$ cat src/rtl/dl_hdlc_pkg.sv
package dl_hdlc_pkg;
    localparam int DL_DW        = 8;
    localparam int DL_CODE_W    = 6;
    localparam int DL_SH_W      = 16;
    localparam int DL_CNT_W     = $clog2(DL_SH_W + 1);
    localparam int DL_RUN_W     = 3;
    localparam int DL_STUFF_RUN = 5;
    localparam logic [DL_SH_W-1:0] DL_CRC_POLY = 16'h8408;
    localparam logic [DL_SH_W-1:0] DL_CRC_INIT = 16'hFFFF;
    localparam logic [DL_DW-1:0]   DL_FLAG     = 8'h7E;
    localparam logic [DL_DW-1:0]   DL_ONES     = 8'hFF;

    typedef enum logic [2:0] {U_FLAG, U_DATA, U_FCS, U_ABORT, U_BOS} unit_e;
    typedef enum logic [1:0] {PH_IDLE, PH_DATA, PH_FCS, PH_CLOSE} phase_e;

    typedef struct packed {
        unit_e                 unit;
        phase_e                phase;
        logic [DL_SH_W-1:0]    sh;
        logic [DL_CNT_W-1:0]   left;
        logic [DL_RUN_W-1:0]   ones;
        logic [DL_SH_W-1:0]    crc;
        logic                  flush;
        logic                  tx;
    } dl_state_t;
endpackage

$ cat src/rtl/dl_crc_bit.sv
module dl_crc_bit
    import dl_hdlc_pkg::*;
(
    input  logic [DL_SH_W-1:0] crc_in,
    input  logic               bit_in,
    output logic [DL_SH_W-1:0] crc_out
);
    logic fb;
    always_comb begin
        fb      = crc_in[0] ^ bit_in;
        crc_out = (crc_in >> 1) ^ (fb ? DL_CRC_POLY : '0);
    end
endmodule

$ cat src/rtl/dl_bos_word.sv
module dl_bos_word
    import dl_hdlc_pkg::*;
(
    input  logic [DL_CODE_W-1:0] code,
    output logic [DL_SH_W-1:0]   word
);
    // sent LSB first: eight ones, a zero, the code, a zero
    always_comb word = {1'b0, code, 1'b0, DL_ONES};
endmodule

$ cat src/rtl/dl_hdlc_tx.sv
module dl_hdlc_tx
    import dl_hdlc_pkg::*;
(
    input  logic                 clk,
    input  logic                 rst_n,
    input  logic                 ch_en,
    input  logic                 mode_msg,
    input  logic                 idle_req,
    input  logic                 abort_req,
    input  logic                 abort_hold,
    input  logic [DL_CODE_W-1:0] bos_code,
    input  logic [DL_DW-1:0]     fifo_data,
    input  logic                 fifo_valid,
    input  logic                 fifo_last,
    output logic                 fifo_pop,
    output logic                 tx_bit
);
    localparam logic [DL_CNT_W-1:0] OCT_LEN  = DL_CNT_W'(DL_DW);
    localparam logic [DL_CNT_W-1:0] WORD_LEN = DL_CNT_W'(DL_SH_W);
    localparam logic [DL_RUN_W-1:0] RUN_MAX  = DL_RUN_W'(DL_STUFF_RUN);

    dl_state_t q, d;

    unit_e               cur_unit;
    phase_e              cur_phase;
    logic [DL_SH_W-1:0]  cur_sh;
    logic [DL_CNT_W-1:0] cur_left;
    logic                cur_flush;
    logic                stuff, data_pop, flush_pop;
    logic [DL_SH_W-1:0]  bos_word, crc_nx;

    dl_bos_word u_bos (.code(bos_code), .word(bos_word));
    dl_crc_bit  u_crc (.crc_in(q.crc), .bit_in(cur_sh[0]), .crc_out(crc_nx));

    // unit selection at octet or word boundaries
    always_comb begin
        cur_unit  = q.unit;
        cur_phase = q.phase;
        cur_sh    = q.sh;
        cur_left  = q.left;
        cur_flush = q.flush;
        data_pop  = 1'b0;
        stuff     = ch_en && (q.ones == RUN_MAX) &&
                    (q.unit == U_DATA || q.unit == U_FCS);
        flush_pop = q.flush && fifo_valid;
        if (flush_pop && fifo_last) cur_flush = 1'b0;

        if (ch_en && !stuff && q.left == '0) begin
            cur_left = OCT_LEN;
            if (abort_req) begin
                cur_unit  = U_ABORT;
                cur_sh    = {{DL_DW{1'b0}}, DL_ONES};
                cur_flush = cur_flush || (q.phase == PH_DATA);
                cur_phase = PH_IDLE;
            end else if (!mode_msg) begin
                if (q.phase != PH_IDLE && !abort_hold) begin
                    cur_unit = U_ABORT;
                    cur_sh   = {{DL_DW{1'b0}}, DL_ONES};
                end else begin
                    cur_unit = U_BOS;
                    cur_sh   = bos_word;
                    cur_left = WORD_LEN;
                end
                cur_flush = cur_flush || (q.phase == PH_DATA);
                cur_phase = PH_IDLE;
            end else begin
                unique case (q.phase)
                    PH_IDLE: begin
                        cur_unit = U_FLAG;
                        cur_sh   = {{DL_DW{1'b0}}, DL_FLAG};
                        if (!idle_req && fifo_valid && !q.flush) cur_phase = PH_DATA;
                    end
                    PH_DATA: begin
                        if (fifo_valid) begin
                            cur_unit = U_DATA;
                            cur_sh   = {{DL_DW{1'b0}}, fifo_data};
                            data_pop = 1'b1;
                            if (fifo_last) cur_phase = PH_FCS;
                        end else begin
                            // underrun: abandon the frame
                            cur_unit  = U_ABORT;
                            cur_sh    = {{DL_DW{1'b0}}, DL_ONES};
                            cur_phase = PH_IDLE;
                        end
                    end
                    PH_FCS: begin
                        cur_unit  = U_FCS;
                        cur_sh    = ~q.crc;
                        cur_left  = WORD_LEN;
                        cur_phase = PH_CLOSE;
                    end
                    default: begin
                        cur_unit  = U_FLAG;
                        cur_sh    = {{DL_DW{1'b0}}, DL_FLAG};
                        cur_phase = PH_IDLE;
                    end
                endcase
            end
        end
    end

    // bit emission and next state
    always_comb begin
        d       = q;
        d.phase = cur_phase;
        d.flush = cur_flush;
        if (ch_en) begin
            if (stuff) begin
                d.tx   = 1'b0;
                d.ones = '0;
            end else begin
                d.tx   = cur_sh[0];
                d.sh   = cur_sh >> 1;
                d.left = cur_left - 1'b1;
                d.unit = cur_unit;
                if (cur_unit == U_DATA || cur_unit == U_FCS)
                    d.ones = cur_sh[0] ? q.ones + 1'b1 : '0;
                else
                    d.ones = '0;
                if (cur_unit == U_DATA)      d.crc = crc_nx;
                else if (cur_unit == U_FLAG) d.crc = DL_CRC_INIT;
            end
        end
    end

    always_ff @(posedge clk or negedge rst_n) begin
        if (!rst_n) begin
            q.unit  <= U_FLAG;
            q.phase <= PH_IDLE;
            q.sh    <= '0;
            q.left  <= '0;
            q.ones  <= '0;
            q.crc   <= DL_CRC_INIT;
            q.flush <= 1'b0;
            q.tx    <= 1'b1;
        end else begin
            q <= d;
        end
    end

    assign fifo_pop = data_pop | flush_pop;
    assign tx_bit   = q.tx;
endmodule

$ cat config.mk
export PLATFORM = sky130hd
export DESIGN_NAME = dl_hdlc_tx
export DESIGN_NICKNAME = d
export VERILOG_FILES = /design/src/rtl/dl_hdlc_pkg.sv /design/src/rtl/dl_crc_bit.sv /design/src/rtl/dl_bos_word.sv /design/src/rtl/dl_hdlc_tx.sv
export SDC_FILE = /design/constraint.sdc
export NUM_CORES = 1
export LEC_CHECK = 0
export CORE_MARGIN = 5
export CORE_UTILIZATION = 64
export DETAILED_ROUTE_END_ITERATION = 8
export DONT_BUFFER_PORTS = 1
export GPL_ROUTABILITY_DRIVEN = 0
export GPL_TIMING_DRIVEN = 0
export MAX_ROUTING_LAYER = met4
export PLACE_DENSITY = 0.8
export SYNTH_ARGS = -nofsm -noshare
export SYNTH_HDL_FRONTEND = slang
export SYNTH_SLANG_ARGS = --single-unit
$ cat constraint.sdc
create_clock -name clk -period 3.8 [get_ports clk]
set_input_delay 0.38 -clock clk [delete_from_list [all_inputs] [get_ports clk]]
set_output_delay 0.38 -clock clk [all_outputs]
set_load 0.02 [all_outputs]
==> results of run 1 <==
state kept, by name, summed over array words and instances (netlist names):
name / flops
q: 45
tx_bit: 1
worst paths after layout:
check	startpoint	to	slack, ns	cells after the start
min	ch_en	q[20]	0.16	1
max in group asynchronous	rst_n	q[11]	2.96	2
min in group asynchronous	rst_n	q[25]	0.58	2
min reg2reg	q[35]	q[35]	0.49	2
max reg2reg	q[21]	q[8]	1.48	9
max	q[21]	fifo_pop	1.18	6
per-stage QoR:
step	hold WS (ns)	area [µm²]	util
floorplan	0.0844	2350	-
global placement	0.0855	2410	0.668
detailed placement	0.0857	2410	0.668
CTS	0.154	2530	0.703
global route	0.152	2530	0.703
finish	0.160	2530	0.703
layer usage:
| metal | part of all wire | GRT usage |
|---|---|---|
| met1 | 0.47 | 0.309 |
| met2 | 0.47 | 0.347 |
| met3 | 0.038 | 0.0455 |
| met4 | 0.026 | 0.0877 |
| met5 | 0 | - |
logic make-up (layout without fill, tap and decap cells):
logic type,after synthesis,count (layout)
flops,46,46
buf+inv,21,31
simple gates,72,72
compound gates,86,86
mux,3,3
xor+xnor,7,7
fa+ha+maj,7,7
cells in the mapped netlist, drive strengths merged (2+ instances only):
cell type   n  share of area
nor2       13          0.021
a221oi      3          0.011
o21ai      37          0.080
a311o       2         0.0085
clkbuf      4         0.0064
dfstp      17           0.19
o211ai      5          0.018
a21oi       6          0.014
o22ai       8          0.021
nand3b      3         0.0096
ha          7          0.037
inv        11          0.018
o22a       16          0.060
nand2b      2         0.0053
nor3        7          0.015
mux2        2         0.0096
nand3       3         0.0064
o31ai       4          0.013
dfrtp      29           0.31
xnor2       5          0.019
nor2b       4          0.011
buf         6          0.015
or3         3         0.0080
nand2      35          0.056
xor2        2         0.0075
o32ai       2         0.0075
where the power goes:
| part | internal (mW) | switching [mW] |
|---|---|---|
| Sequential | 0.660 | 0.123 |
| Clock | 0.130 | 0.169 |
| Combinational | 0.216 | 0.287 |
| Total | 1.01 | 0.580 |
area by class of cell:
class	instances	area, µm²	share of cell area
Buffer	10	50.0	0.0198
Inverter	11	41.3	0.0163
Multi-Input combinational cell	175	1090	0.429
Clock buffer	6	72.6	0.0286
Sequential cell	46	1170	0.463
Tap cell	48	60.1	0.0237
Timing Repair Buffer	2	37.5	0.0148
Clock inverter	2	13.8	0.00543
worst max-delay path: stages (launching register included):
cell	delay [ns]
dfrtp_1	0.42
inv_1	0.12
ha_1	0.17
nor4b_2	0.27
o211ai_2	0.24
buf_6	0.20
o21ai_0	0.51
==> flow_metrics.py, run 1 <==
metrics = {
    "grt": {
        "grt_max_degree": 47,
        "grtUsageTotal": 0.230,
        "grt_pass1_wl_um": 8800,
        "grt_pass1_vias": 1837,
        "gr-total-overflow": 0,
        "antenna_found_initial": 0,
    },
    "routing": {
        "routed_via_density": 6.17,
        "vias": 1851,
        "drt_iter0_drc": 146,
        "postRouteAntennaNets": 0,
        "post_drt_wl_per_cell_um": 17.3,
        "drt_wl_total_um": 5180,
        "drtPass1Iterations": 4,
        "drc": 0,
    },
    "synthesis": {
        "ys_ff_latch": 46,
        "synth_edf_count": 0,
        "syn-num-nets": 272,
        "synth_top_flop_cell": "dfrtp_1",
        "synth_compound_area_frac": 0.243,
        "syn_area_um2": 2350,
        "yosysWarningCount": 0,
        "synthDistinctLibCells": 38,
        "synth_simple_gate_area_frac": 0.142,
        "synthArstFlopShare": 1.00,
        "avgSynthCellArea_um2": 9.71,
        "synth-seq-area-share": 0.499,
        "synthXorXnorAreaFrac": 0.0261,
        "synthAdderAreaFrac": 0.0373,
        "synth_top_family_by_area": "compound AO/OA/AOI/OAI gates",
        "synthMuxAreaShare": 0.0138,
        "synthCells": 242,
    },
    "pwr": {
        "finalPower_mw": 1.59,
        "power_density_nw_per_um2": 626,
        "p_leak_nw": 0.984,
        "ir_worst_vdd_mv": 0.344,
    },
    "worst_setup_path": {
        "required_ns": 3.42,
        "cp-end-kind": "primary output",
        "crit_fanout": 10,
        "arrival_ns": 2.24,
        "cp-start-kind": "flop",
        "crit_type": "reg2out",
    },
    "timing": {
        "fin_ws_ns": 1.18,
        "totalNegativeSetupSlack_ns": 0,
        "fin_crit_sh": 0.689,
        "maxSlewHeadroom": 0.572,
        "hold_violations": 0,
        "fmax_mhz": 382,
        "fin_crit_ns": 2.62,
        "fin_skew_ns": 0.00614,
        "worst_pin_slew_ns": 0.636,
        "finalSetupViolCount": 0,
        "rsz0062_at_grt": "no",
        "slew_violations": 0,
    },
    "job": {
        "max-cap-violations": 0,
    },
    "floorplanning": {
        "core_area_um2": 3610,
        "die_w_um": 70.6,
        "io_pins": 25,
        "placementRows": 22,
        "initial_utilization": 0.652,
        "die-height_um": 70.6,
        "die-area_um2": 4980,
    },
    "layout": {
        "areaGrowthSynthToFinish_pct": 7.83,
        "diodes": 0,
        "finalNetCount": 281,
        "final_cells": 300,
        "fill_cells": 288,
        "drive_above_1_share": 0.143,
        "layout_commonest_cell": "nand2_1",
        "final_cell_mix": "35 x nand2_1, 34 x o21ai_0, 29 x dfrtp_1, 17 x dfstp_2, 16 x o22a_1",
    },
    "place": {
        "hpwl_um": 3580,
        "place_ws_ns": 1.54,
        "dpl.cell_count": 290,
        "numPortBuffers": 0,
    },
    "clock_tree": {
        "insertion_delay_ns": 0.30,
        "cts_setup_buffers": 0,
        "root_buffer": "clkbuf_8",
        "cts_made_buffers": 5,
        "cts.repair.resized": 0,
        "clkSinkCount": 46,
        "clockBufferDepth": 2,
        "cts.clk_slew.worst_paths_ns": 0.09,
        "ctsHtreeMaxLevel": 2,
        "cts-hold-fix-buffers": 2,
        "cts_tree": "built",
    },
    "worst_hold_path": {
        "hold_path_class": "in2reg",
    },
    "run_status": {
        "status": "finished, final reports clean",
    },
}
No activity file was read; power rests on OpenSTA's default activity.
==> inputs of run 2 (changes only) <==
--- a/config.mk
+++ b/config.mk
@@ -6,13 +6,13 @@
 export NUM_CORES = 1
 export LEC_CHECK = 0
 export CORE_MARGIN = 5
-export CORE_UTILIZATION = 64
+export CORE_UTILIZATION = 62
 export DETAILED_ROUTE_END_ITERATION = 8
 export DONT_BUFFER_PORTS = 1
 export GPL_ROUTABILITY_DRIVEN = 0
 export GPL_TIMING_DRIVEN = 0
 export MAX_ROUTING_LAYER = met4
-export PLACE_DENSITY = 0.8
+export PLACE_DENSITY = 0.78
 export SYNTH_ARGS = -nofsm -noshare
 export SYNTH_HDL_FRONTEND = slang
 export SYNTH_SLANG_ARGS = --single-unit
==> constraint.sdc (replaced) <==
create_clock -name clk -period 2.69 [get_ports clk]
set_input_delay 0.269 -clock clk [delete_from_list [all_inputs] [get_ports clk]]
set_output_delay 0.269 -clock clk [all_outputs]
set_load 0.02 [all_outputs]
==> flow_metrics.py, run 2 (synthesis results as in run 1) <==
metrics = {
    "run_status": {
        "status": "finished, final reports clean",
    },
    "worst_setup_path": {
        "arrival_ns": 2.20,
        "timing.rr.start": "q[21]",
        "r2r_cells": 9,
        "cp-end-kind": "primary output",
        "crit_fanout": 10,
        "required_ns": 2.42,
        "critPathTopFamily": "compound AO/OA/AOI/OAI gates",
        "critical_path.max_stage_delay_ns": 0.52,
        "path_buf_inv": 2,
        "path_depth": 6,
        "path_cells": "inv_1 > ha_1 > nor4b_2 > o211ai_2 > buf_6 > o21ai_0",
        "slowest_stage": "o21ai_0",
        "cp-startpoint": "q[21]",
        "reg2reg_to": "q[11]",
        "r2r_slack_ns": 0.40,
        "cp-start-kind": "flop",
        "critPathCapture": "fifo_pop",
        "crit_type": "reg2out",
    },
    "grt": {
        "grt_pass1_vias": 1805,
        "grt_pass1_wl_um": 8730,
        "grt_max_degree": 47,
        "grtUsageTotal": 0.224,
        "gr-total-overflow": 0,
        "antenna_found_initial": 0,
    },
    "clock_tree": {
        "ctsHtreeMaxLevel": 2,
        "cts-hold-fix-buffers": 2,
        "insertion_delay_ns": 0.30,
        "clockBufferDepth": 2,
        "cts.repair.resized": 0,
        "cts_tree": "built",
        "root_buffer": "clkbuf_8",
        "cts_made_buffers": 5,
        "cts_setup_buffers": 0,
        "cts.clk_slew.worst_paths_ns": 0.09,
        "clkSinkCount": 46,
    },
    "timing": {
        "fin_skew_ns": 0.0126,
        "fin_crit_ns": 2.47,
        "worst_pin_slew_ns": 0.643,
        "hold_violations": 0,
        "fin_crit_sh": 0.917,
        "rsz0062_at_grt": "no",
        "totalNegativeSetupSlack_ns": 0,
        "fin_ws_ns": 0.223,
        "fmax_mhz": 405,
        "maxSlewHeadroom": 0.567,
        "finalSetupViolCount": 0,
        "slew_violations": 0,
    },
    "floorplanning": {
        "io_pins": 25,
        "die-area_um2": 5120,
        "initial_utilization": 0.642,
        "die-height_um": 71.6,
        "die_w_um": 71.6,
        "core_area_um2": 3660,
        "placementRows": 22,
    },
    "layout": {
        "regMostFlops": "q",
        "final_cell_mix": "35 x nand2_1, 34 x o21ai_0, 29 x dfrtp_1, 17 x dfstp_2, 16 x o22a_1",
        "largest_reg_flops": 45,
        "layout_commonest_cell": "nand2_1",
        "finalNetCount": 281,
        "drive_above_1_share": 0.147,
        "post-route-util": 0.698,
        "diodes": 0,
        "fill_cells": 290,
        "areaGrowthSynthToFinish_pct": 8.73,
        "final_cells": 300,
    },
    "routing": {
        "post_drt_wl_per_cell_um": 16.9,
        "drtPass1Iterations": 4,
        "route.met3.wl_um": 187,
        "top_layer": "met4",
        "dr_wl_met2_um": 2430,
        "vias": 1838,
        "routed_via_density": 6.13,
        "postRouteAntennaNets": 0,
        "drt_iter0_drc": 124,
        "drt_wl_total_um": 5080,
        "wl_met1_um": 2370,
        "drc": 0,
    },
    "place": {
        "hpwl_um": 3620,
        "dpl.cell_count": 290,
        "place_ws_ns": 0.425,
        "numPortBuffers": 0,
    },
    "pwr": {
        "ir_worst_vdd_mv": 0.498,
        "finalPower_mw": 2.29,
        "power_density_nw_per_um2": 897,
        "p_leak_nw": 0.996,
    },
    "worst_hold_path": {
        "hold_path_class": "in2reg",
    },
    "job": {
        "max-cap-violations": 0,
    },
}
## run 2: cell count changes in the layout (fill, tap and decap cells not counted)
cell / previous run / this run
clkbuf_1: 5 / 4
clkbuf_16: 0 / 1
clkinv_4: 1 / 0
inv_6: 0 / 1
## run 2: final cells by class
class                   count  area, µm²  area share
multi-input cells         175       1090       0.425
plain buffers              10       50.0      0.0196
inverters                  11       41.3      0.0162
clock buffers               6       93.8      0.0367
well taps                  48       60.1      0.0235
clock inverters             2       13.8     0.00539
repair buffers              2       37.5      0.0147
flip-flops and latches     46       1170       0.459
## run 2: how the worst min path moves through the flow
stage | from | endpoint | slack, ns | cells after the start
after floorplan | rst_n | q[18] | -0.03 | 0
after global placement | rst_n | q[1] | -0.03 | 0
after detailed placement | rst_n | q[1] | -0.03 | 0
after CTS | ch_en | q[19] | 0.04 | 1
after global routing | ch_en | q[20] | 0.04 | 1
final | ch_en | q[19] | 0.05 | 1
## run 2: report_power, final
| group | internal [mW] | total (mW) | switching, mW |
|---|---|---|---|
| clock network | 0.241 | 0.480 | 0.239 |
| registers | 0.932 | 1.10 | 0.171 |
| logic | 0.304 | 0.710 | 0.405 |
| total | 1.48 | 2.29 | 0.815 |
## run 2: routing by layer
metal | track usage | vias to the layer above
li1 | - | 893
met1 | 0.292 | 893
met2 | 0.355 | 44
met3 | 0.0463 | 8
met4 | 0.0626 | 0
met5 | - | -
## run 2: stage by stage
stage | cell area (µm²) | hold slack (ns)
final | 2550 | 0.0474
after global routing | 2550 | 0.0373
after CTS | 2550 | 0.0435
after detailed placement | 2410 | -0.0259
after global placement | 2410 | -0.0257
after floorplan | 2350 | -0.0266
## run 2: worst reg2reg max path, stage by stage, from the launching register on
cell and delay, ns:
dfrtp_1 0.39, inv_1 0.08, ha_1 0.21, nor4b_2 0.17, buf_2 0.19, or3_1 0.37
o22ai_1 0.16, nand2_1 0.21, buf_2 0.25, o22a_1 0.20
